File: config.mk
export PLATFORM = sky130hd
export DESIGN_NAME = mbuf_msg_ctrl
export DESIGN_NICKNAME = d
export VERILOG_FILES = /design/src/rtl/mbuf_pkg.sv /design/src/rtl/mbuf_idx_ctr.sv /design/src/rtl/mbuf_hold_bit.sv /design/src/rtl/mbuf_msg_ctrl.sv
export SDC_FILE = /design/constraint.sdc
export NUM_CORES = 1
export LEC_CHECK = 0
export BUFFER_PORTS_ARGS = -buffer_cell sky130_fd_sc_hd__clkbuf_2
export CAP_MARGIN = 20
export CORE_MARGIN = 5
export CORE_UTILIZATION = 40
export CTS_BUF_LIST = sky130_fd_sc_hd__clkbuf_16
export DETAILED_ROUTE_END_ITERATION = 8
export GPL_ROUTABILITY_DRIVEN = 1
export PLACE_DENSITY_LB_ADDON = 0.05
export SLEW_MARGIN = 20
export SYNTH_ARGS = -nofsm -noshare
export SYNTH_HDL_FRONTEND = slang
export SYNTH_SLANG_ARGS = --single-unit
File: constraint.sdc
create_clock -name clk -period 1.85 [get_ports clk]
set_input_delay 0.2775 -clock clk [delete_from_list [all_inputs] [get_ports clk]]
set_output_delay 0.2775 -clock clk [all_outputs]
set_load 0.02 [all_outputs]
File: src/rtl/mbuf_pkg.sv
package mbuf_pkg;
   typedef enum logic {
      BUF_A = 1'b0,
      BUF_B = 1'b1
   } buf_id_e;

   function automatic buf_id_e other_buf(input buf_id_e b);
      return (b == BUF_A) ? BUF_B : BUF_A;
   endfunction
endpackage

File: src/rtl/mbuf_idx_ctr.sv
module mbuf_idx_ctr #(
   parameter int DEPTH = 64,
   parameter int IDX_W = $clog2(DEPTH)
) (
   input  logic             clk,
   input  logic             rst_n,
   input  logic             adv,
   input  logic             restart,
   output logic [IDX_W-1:0] idx,
   output logic             at_last
);
   localparam logic [IDX_W-1:0] LAST = IDX_W'(DEPTH - 1);

   always_ff @(posedge clk) begin
      if (!rst_n)       idx <= '0;
      else if (restart) idx <= '0;
      else if (adv)     idx <= idx + 1'b1;
   end

   assign at_last = (idx == LAST);
endmodule

File: src/rtl/mbuf_hold_bit.sv
module mbuf_hold_bit #(
   parameter bit SET_WINS = 1'b1
) (
   input  logic clk,
   input  logic rst_n,
   input  logic set,
   input  logic clr,
   output logic q
);
   logic q_nxt;

   generate
      if (SET_WINS) begin : g_set_first
         always_comb q_nxt = set | (q & ~clr);
      end else begin : g_clr_first
         always_comb q_nxt = ~clr & (set | q);
      end
   endgenerate

   always_ff @(posedge clk) begin
      if (!rst_n) q <= 1'b0;
      else        q <= q_nxt;
   end
endmodule

File: src/rtl/mbuf_msg_ctrl.sv
module mbuf_msg_ctrl
   import mbuf_pkg::*;
#(
   parameter int DEPTH = 64,
   parameter int IDX_W = $clog2(DEPTH)
) (
   input  logic             clk,
   input  logic             rst_n,
   input  logic             in_valid,
   input  logic             in_eom,
   input  logic             rel_a,
   input  logic             rel_b,
   input  logic             clr_ovr,
   input  logic             clr_ovf,
   output logic             wr_ok,
   output logic [IDX_W-1:0] wr_idx,
   output logic             sel_b,
   output logic             full_a,
   output logic             full_b,
   output logic             ovr_flag,
   output logic             ovf_flag
);
   localparam int NBUF = 2;

   generate
      if (DEPTH < 2) begin : g_bad_depth
         $error("mbuf_msg_ctrl: DEPTH must be at least 2");
      end
      if (IDX_W < $clog2(DEPTH)) begin : g_bad_width
         $error("mbuf_msg_ctrl: IDX_W too narrow for DEPTH");
      end
   endgenerate

   buf_id_e          sel_q;
   logic [NBUF-1:0]  full_q;
   logic [NBUF-1:0]  rel_v;
   logic [NBUF-1:0]  full_nxt;
   logic             sel_full;
   logic             accept;
   logic             at_last;
   logic             close;
   logic             ovr_set;
   logic             ovf_set;

   assign rel_v    = {rel_b, rel_a};
   assign sel_full = full_q[sel_q];
   assign accept   = in_valid & ~sel_full;
   assign close    = accept & (in_eom | at_last);
   assign ovr_set  = in_valid & sel_full;
   assign ovf_set  = accept & at_last & ~in_eom;

   mbuf_idx_ctr #(.DEPTH(DEPTH), .IDX_W(IDX_W)) u_idx (
      .clk     (clk),
      .rst_n   (rst_n),
      .adv     (accept),
      .restart (close),
      .idx     (wr_idx),
      .at_last (at_last)
   );

   generate
      for (genvar i = 0; i < NBUF; i++) begin : g_slot
         logic fill_here;
         assign fill_here   = close & (sel_q == buf_id_e'(i));
         assign full_nxt[i] = fill_here | (full_q[i] & ~rel_v[i]);
         mbuf_hold_bit #(.SET_WINS(1'b1)) u_full (
            .clk   (clk),
            .rst_n (rst_n),
            .set   (fill_here),
            .clr   (rel_v[i] & full_q[i]),
            .q     (full_q[i])
         );
      end
   endgenerate

   always_ff @(posedge clk) begin
      if (!rst_n)
         sel_q <= BUF_A;
      else if (full_nxt[sel_q] && !full_nxt[other_buf(sel_q)])
         sel_q <= other_buf(sel_q);
   end

   mbuf_hold_bit #(.SET_WINS(1'b1)) u_ovr (
      .clk (clk), .rst_n (rst_n), .set (ovr_set), .clr (clr_ovr), .q (ovr_flag)
   );

   mbuf_hold_bit #(.SET_WINS(1'b1)) u_ovf (
      .clk (clk), .rst_n (rst_n), .set (ovf_set), .clr (clr_ovf), .q (ovf_flag)
   );

   assign wr_ok  = accept;
   assign sel_b  = sel_q;
   assign full_a = full_q[0];
   assign full_b = full_q[1];
endmodule

* Word level (Yosys, flattened, before mapping)
Index checks and enable logic that the tools add are counted.
** Operators by class
- Add/subtract/negate cells :: 1
- Order comparisons :: 2
- Equality and inequality tests :: 1
- Multiplexer cells :: 7
- Bitwise gates (word level) :: 32
- Reduce and logical (&&, ||, !) cells :: 3
** Operators with widths (count)
- $and A1 B1 Y1 :: 15
- $not A1 Y1 :: 10
- $mux W1 :: 7
- $or A1 B1 Y1 :: 7
- $add A6 B1 Y6 const B :: 1
- $eq A6 B6 Y1 const B :: 1
- $lt A1 B2 Y1 const B :: 2
- $reduce_or A2 Y1 :: 1
- $logic_and A1 B1 Y1 :: 1
- $logic_not A1 Y1 :: 1
** Storage, ports and cells
- Register bits after elaboration :: 11
- Input bits :: 8
- Output and inout bits :: 12
- Logic and storage cells :: 52

* Longest topological paths before layout
Gate-level depths: netlist of run 1.
- Word-level depth :: 11
- Mapped depth :: 5
- Gate-level depth less buffers :: 5

* Cells and area by module
A second synthesis of run 1 with hierarchy kept.
** Second synthesis, totals
- Cells, all modules :: 59
- Area total of the unflattened synthesis :: 568.0 um2
** Modules (own cells, without submodules)
- mbuf_idx_ctr :: times used 1, cells each 28, area each 257.7 um2, seq. area each 120.1 um2
- mbuf_hold_bit :: times used 4, cells each 3, area each 41.3 um2, seq. area each 20.0 um2
- mbuf_msg_ctrl :: times used 1, cells each 19, area each 145.1 um2, seq. area each 20.0 um2

* Least setup slack after synthesis of run 1
No wires, ideal clock.
- Path type :: register -> register
- From :: reg sel_q (netlist: sel_b)
- To :: reg u_idx.idx[2]
- Library setup time :: 0.070 ns
- Arrival time :: 1.508 ns
- Data required time :: 1.780 ns
- Slack :: 0.272 ns
- Stages on the path, launching flop included :: 5
- Buffers on the path :: 0
- Period minus slack after synthesis :: 1.578 ns
- Cell sequence :: dfxtp_1 > mux2i_1 > nand2_2 > or4b_1 > a21oi_1
** On the way
- Word-level cells in the longest chain between the ends :: 6
** RTL lines
- from (decl) :: line mbuf_msg_ctrl.sv:34 : buf_id_e sel_q;
- from (signal assigned) :: line mbuf_msg_ctrl.sv:80 : sel_q <= other_buf(sel_q);
- $mux W1 (implied by the code) * (2 in series) :: line mbuf_msg_ctrl.sv:46 : assign sel_full = full_q[sel_q];
- $not A1 Y1 * :: line mbuf_msg_ctrl.sv:47 : assign accept = in_valid & ~sel_full;
- $and A1 B1 Y1 * :: line mbuf_msg_ctrl.sv:47
- $and A1 B1 Y1 :: line mbuf_msg_ctrl.sv:48 : assign close = accept & (in_eom | at_last);
- $reduce_or A2 Y1 (no source line)
- to (signal assigned) :: line mbuf_idx_ctr.sv:17 : else if (adv) idx <= idx + 1'b1;
- to (decl) :: line mbuf_idx_ctr.sv:9 : output logic [IDX_W-1:0] idx,
Mark *: on every way between the ends. The rest lies on a longest branch, timed or not. The select of a mux whose other input is x is not followed.
A chain may end at the register's enable or synchronous reset.

* Worst setup path after layout of run 1
- From :: reg sel_q (netlist: sel_b)
- To :: out wr_ok
** On the way
- Word-level cells in the longest chain between the ends :: 4
** RTL lines
- $mux W1 (implied by the code) (2 in series) :: line mbuf_msg_ctrl.sv:46
- $not A1 Y1 :: line mbuf_msg_ctrl.sv:47
- $and A1 B1 Y1 :: line mbuf_msg_ctrl.sv:47
- to (decl) :: line mbuf_msg_ctrl.sv:15 : output logic wr_ok,
No other way between the ends. The select of a mux whose other input is x is not followed.

==> results of run 1 <==
[power by group through the flow]
stage	logic (uW)	clock network, uW	registers (uW)
floorplan	35.4	0	263
global placement	66.2	0	256
detailed placement	65.9	0	256
CTS	66.1	395	252
global route	76.3	413	254
finish	68.0	383	253
[through the flow]
step / power (uW) / util (%) / hold slack, ps / setup WS [ps] / cell area (sq um)
after floorplan: 299 / - / 431 / 272 / 534
after global placement: 322 / 49.9 / 456 / 267 / 641
after detailed placement: 322 / 49.9 / 466 / 260 / 641
after CTS: 713 / 56.0 / 306 / 123 / 719
after global routing: 743 / 56.6 / 328 / 7.84 / 727
final: 704 / 56.6 / 308 / 112 / 727
[worst min-delay path: cells and delay by family]
kind            cells  cell delay, ps
compound gates      1              50
simple gates        1              90
buf+inv             1              70
[cell families after synthesis]
logic type | Yosys count | share of synthesized area (%)
AO/OA/AOI/OAI | 19 | 24.4
adder cells (fa/ha/maj) | 1 | 2.34
AND/OR/NAND/NOR | 26 | 26.7
multiplexers | 1 | 1.87
flip-flops | 11 | 41.2
buffers and inverters | 5 | 3.51
[cells in the mapped netlist (all sizes together), types with 2 or more instances]
master	instances	area (sq um)
dfxtp	11	220
a21oi	6	30.0
nand2	6	25.0
a31oi	3	18.8
nand2b	3	18.8
nand3	3	15.0
nor2	3	11.3
and3	2	12.5
inv	2	7.51
nor3	2	10.0
o21ai	2	10.0
[routing by layer]
metal  share of wire [%]  routed length, um  GRT usage [%]
met1                  48                643           18.8
met2                  43                567           20.1
met3                 7.0                 93           4.30
met4                 1.7                 23           8.52
met5                   0                  0              0
[sequential cells by signal (all words and copies together) (netlist names)]
signal	flops
u_idx.idx	6
u_ovf.q	1
g_slot.u_full.q	2
sel_b	1
u_ovr.q	1
[area by class of cell]
class                      instances  share of cell area, %
clock buffer                       3                   10.3
timing repair buffer              19                   13.1
clock inverter                     1                  0.516
inverter                           3                   2.07
sequential                        11                   30.3
tap                               15                   2.58
multi-input combinational         47                   41.1
[worst paths after layout]
kind                                    end
hold / removal           u_ovr.q$_SDFF_PN0_
setup reg to reg  u_idx.idx[0]$_SDFFE_PP0N_
hold reg to reg          u_ovr.q$_SDFF_PN0_
setup / recovery                      wr_ok
[repair_timing]
item	CTS	global route
setup endpoints to repair	0	1
hold endpoints to repair	0	0
resized for setup	0	2
[layout by cell type, fill, tap and decap left out, drive strengths merged, types with 3 or more instances in the layout]
master  count
nor2        3
a31oi       3
clkbuf     22
inv         3
a21oi       6
nand3       3
dfxtp      11
nand2       6
nand2b      3
==> impl_results.md, run 1 <==
* Final count of hold timing violations at 0
* Net Switching at 150 uW
* Yosys cell types at 32
* Sequential-to-total area share from yosys stat at 41.2%
* NumNets Final at 94
* Vias in the first global route at 483
* Worst r2r src: u_idx.idx[0]$_SDFFE_PP0N_
* Syn Area/Cell at 8.48 sq um
* CTS max path bufs at 2
* Area delta synth->final at 36.1%
* Multi-input gate area at 299 sq um
* Ys Warns at 0
* Die width at 46.5 um
* Max Slew Vio Count at 0
* CTS tree: built
* Status: finished clean
* Leakage at 0.000329 uW
* PortBufs at 19
* Post-CTS setup buffers at 0
* Non-filler cells, final at 99
* Asr flop ratio synth at 0%
* Final period util at 93.9%
* Initial Utilization at 41.6%
* Crit. path cell count at 4
* Max VDD drop at 0.455 mV
* Core footprint at 0.00128 sq mm
* Sw Share at 21.4%
* # DRC at 0
* CP max FO at 10
* Synthesized area at 534 sq um
* Final setup viols at 0
* Most common flop cell mapped by yosys: dfxtp_1
* DRT iter0 DRCs at 5
* RSZ-0062 raised after global routing: no
* Layout cells sized above 1 at 31.0%
* Via density at 5.41
* Largest net degree at the start of global routing at 11
* First-pass GRT wire length at 2110 um
* Grt ovf at 0
* Final HPWL DP at 978 um
* Clk pwr share at 54.4%
* Fmax at 0.575 GHz
* FF+latch count, synth at 11
* Cts bufs inserted at 3
* Internal Pwr Total at 553 uW
* Placer Congestion at 0.758
* Placed cells at 95
* Die Area at 0.00217 sq mm
* Reg power frac at 35.9%
* Fillcell total at 131
* DR pass1 iterations at 4
* Worst setup SP type: register
* Die H at 46.5 um
* Power per cell area at 968 mW/mm^2
* Setup Total Neg Slack at 0 ps
* Final Skew at 2.24 ps
* I/O pin count at 20
* Initial antenna violation count at 0
* Clock root buffer: clkbuf_16
* Worst EP arrival at 1460 ps
* Worst slew margin at 76.9%
* Comb pwr share at 9.7%
* Detail Route Antenna Nets at 0
* Crit-path cells: mux2i_2 -> nand2_2 -> clkinvlp_4 -> clkbuf_2
* R2r setup slk at 240 ps
* DR vias at 536
* Overall routing resource usage at 14.3%
* Hold_sp: clr_ovr
* Clk pin slew, worst setup/hold paths at 40 ps
* Synth Instances at 63
* Routed WL at 1330 um
* Post-synth EDFFs at 0
* Beginning of the critical path: sel_b$_SDFFE_PN0P_
* Worst-margin pin slew at 344 ps
* Hold buffers post-CTS at 0
* # diodes at 0
* Syn nets at 72
* Worst Path Required at 1570 ps
* Fin crit period at 1740 ps
* Crit path max-delay family: flip-flops
* Sequential Area at 220 sq um
* DR WL/cell at 13.4 um
* Slowest CP cell: dfxtp_1
* Clock Latency Late Sink at 230 ps
* Max-cap viol count at 0
* Crit Path Class: reg -> out
* CTS H-tree lvls at 1
* Clock sink total at 11
* Worst Reg-to-Reg Cells at 5
* CP max stage delay at 410 ps
* Tightest Hold Check Type: in -> reg
* Hold Crit Depth at 3
* Crit end category: primary output
* Std cell rows at 13
* Critical path buffers and inverters at 2
Power figures use the tool's default switching activity.
==> run 2, diff against run 1 <==
--- a/config.mk
+++ b/config.mk
@@ -12,6 +12,7 @@
 export CTS_BUF_LIST = sky130_fd_sc_hd__clkbuf_16
 export DETAILED_ROUTE_END_ITERATION = 8
 export GPL_ROUTABILITY_DRIVEN = 1
+export MAX_ROUTING_LAYER = met4
 export PLACE_DENSITY_LB_ADDON = 0.05
 export SLEW_MARGIN = 20
 export SYNTH_ARGS = -nofsm -noshare
==> run 2 against run 1 <==
Maximum frequency barely moved. Hold slack stayed put. Flip-flop and latch count unchanged. Core utilization is the same. Die area unchanged. Register-to-register slack hardly changed. Via count unchanged. Cell count did not move. Global-route usage increased by 0.41 points. Clock-buffer cell count did not move.
==> impl_results.md, run 2 (same netlist as run 1, synthesis figures left out) <==
* Status: finished clean
* Cts bufs inserted at 3 (unchanged)
* PortBufs at 19 (unchanged)
* Placed Instance Area at 641 sq um (unchanged)
* # diodes at 0 (unchanged)
* Hold Crit Depth at 3 (unchanged)
* Clock Latency Late Sink at 230 ps (about the same)
* Worst-margin pin slew at 344 ps (unchanged)
* Sequential Area at 220 sq um (unchanged)
* Final Power at 704 uW (about the same)
* Die H at 46.5 um (unchanged)
* Sw Share at 21.4% (about the same)
* Commonest non-fill, non-tap cell in the layout: clkbuf_2
* Worst Reg-to-Reg Cells at 5 (unchanged)
* Final period util at 93.9% (about the same)
* Clk pin slew, worst setup/hold paths at 40 ps (about the same)
* Hold_sp: clr_ovr
* Comb pwr share at 9.7% (about the same)
* Power per cell area at 968 mW/mm^2 (about the same)
* Most frequent cells in the layout: 19 x clkbuf_2, 11 x dfxtp_1, 6 x a21oi_1
* Vias in the first global route at 483 (unchanged)
* Fillcell total at 131 (unchanged)
* Critical path buffers and inverters at 2 (unchanged)
* Die width at 46.5 um (unchanged)
* Multi-input gate area at 299 sq um (unchanged)
* Crit. path cell count at 4 (unchanged)
* DR vias at 536 (unchanged)
* Clock sink total at 11 (unchanged)
* Met3 wire length at 80 um (-14%)
* Initial Utilization at 41.6% (unchanged)
* NumNets Final at 94 (unchanged)
* Via density at 5.41 (unchanged)
* Net Switching at 150 uW (about the same)
* Placer Congestion at 0.768 (+1.3%)
* Non-filler cells, final at 99 (unchanged)
* CTS tree: built
* Grt ovf at 0 (unchanged)
* Crit path max-delay family: flip-flops
* Post-Route M1 WL at 657 um (+2.2%)
* R2r setup slk at 240 ps (about the same)
* CP max FO at 10 (unchanged)
* RSZ-0062 raised after global routing: no
* Max-cap viol count at 0 (unchanged)
* CP max stage delay at 410 ps (about the same)
* Worst slew margin at 76.9% (unchanged)
* Core footprint at 0.00128 sq mm (unchanged)
* WL met2 at 567 um (unchanged)
* Worst EP arrival at 1460 ps (about the same)
* Worst Path Required at 1570 ps (about the same)
* # DRC at 0 (unchanged)
* Crit Path Class: reg -> out
* Max FFs per register at 6 (unchanged)
* DR pass1 iterations at 4 (unchanged)
* CTS max path bufs at 2 (unchanged)
* Slowest CP cell: dfxtp_1
* Placed cells at 95 (unchanged)
* Worst r2r src: u_idx.idx[0]$_SDFFE_PP0N_
* Overall routing resource usage at 14.7% (+0.41 points)
* Crit-path cells: mux2i_2 -> nand2_2 -> clkinvlp_4 -> clkbuf_2
* Initial antenna violation count at 0 (unchanged)
* Reg power frac at 35.9% (about the same)
* CTS H-tree lvls at 1 (unchanged)
* Fmax at 0.575 GHz (about the same)
* Largest regs: u_idx.idx x6, g_slot.u_full.q x2
* Hold Path Sink: u_ovr.q$_SDFF_PN0_
* Std cell rows at 13 (unchanged)
* Largest net degree at the start of global routing at 11 (unchanged)
* Routed WL at 1330 um (unchanged)
* Leakage at 0.000329 uW (unchanged)
* Clk pwr share at 54.4% (about the same)
* Worst setup SP type: register
* Die Area at 0.00217 sq mm (unchanged)
* Final setup viols at 0 (unchanged)
* Tightest Hold Check Type: in -> reg
* Design Area, Final at 727 sq um (unchanged)
* Reg2reg end: u_idx.idx[0]$_SDFFE_PP0N_
* Final Skew at 2.24 ps (+0.0000100 ps)
* Internal Pwr Total at 553 uW (unchanged)
* Layout cells sized above 1 at 31.0% (unchanged)
* Max VDD drop at 0.455 mV (unchanged)
* Crit end category: primary output
* Fin crit period at 1740 ps (+0.0550 ps)
* Max layer used: met4
* Final HPWL DP at 978 um (unchanged)
* Area delta synth->final at 36.1% (unchanged)
* Max Slew Vio Count at 0 (unchanged)
* DRT iter0 DRCs at 5 (unchanged)
* I/O pin count at 20 (unchanged)
* Final count of hold timing violations at 0 (unchanged)
* Setup Total Neg Slack at 0 ps (unchanged)
* Clock root buffer: clkbuf_16
* First-pass GRT wire length at 2110 um (unchanged)
* Largest reg by FF count: u_idx.idx
* DR WL/cell at 13.4 um (unchanged)
* Detail Route Antenna Nets at 0 (unchanged)
run 2: cell counts in the layout (fill, tap and decap cells not counted):
No cell type changed its count.
run 2: repair_timing:
| action | CTS | global route |
|---|---|---|
| resized for setup | 0 | 2 |
| setup endpoints to repair | 0 | 1 |
| setup buffers | 0 | 0 |
| hold buffers | 0 | 0 |
run 2: worst max path at each step:
stage / startpoint / end / slack (ps)
after floorplan: sel_b$_SDFFE_PN0P_ / u_idx.idx[2]$_SDFFE_PP0N_ / 270
after global placement: u_idx.idx[0]$_SDFFE_PP0N_ / u_idx.idx[0]$_SDFFE_PP0N_ / 270
after detailed placement: u_idx.idx[0]$_SDFFE_PP0N_ / u_idx.idx[0]$_SDFFE_PP0N_ / 260
after CTS: sel_b$_SDFFE_PN0P_ / wr_ok / 120
after global routing: sel_b$_SDFFE_PN0P_ / wr_ok / 8
final: sel_b$_SDFFE_PN0P_ / wr_ok / 110
run 2: final cells by class:
| type | count | share of cell area, % |
|---|---|---|
| Tap cell | 15 | 2.58 |
| Sequential cell | 11 | 30.3 |
| Timing Repair Buffer | 19 | 13.1 |
| Multi-Input combinational cell | 47 | 41.1 |
| Clock buffer | 3 | 10.3 |
| Clock inverter | 1 | 0.516 |
| Inverter | 3 | 2.07 |
run 2: per-layer routing:
metal | GRT usage (%) | up-vias
met5 | - | -
met4 | 8.52 | 0
met3 | 3.52 | 4
met2 | 20.1 | 15
met1 | 19.2 | 235
li1 | - | 282
run 2: power groups by stage:
stage | Clock [uW] | Sequential, uW | Combinational, uW
6_report | 383 | 253 | 68.0
5_1_grt | 413 | 254 | 76.3
4_1_cts | 395 | 252 | 66.1
3_5_place_dp | 0 | 256 | 65.9
3_3_place_gp | 0 | 256 | 66.2
2_1_floorplan | 0 | 263 | 35.4
run 2: worst register-to-register path, cell delays in order, from the launching register on:
cell and delay, ps:
dfxtp_1 340, ha_1 230, and3_1 220, a31o_2 290, or3_1 310, a21oi_1 140
run 2: metrics by stage:
stage          hold slack [ps]  utilization, %  worst slack, ps
5_1_grt                    328            56.6             7.84
3_5_place_dp               466            49.9              260
2_1_floorplan              431               -              272
3_3_place_gp               456            49.9              267
4_1_cts                    306            56.0              123
6_report                   308            56.6              112
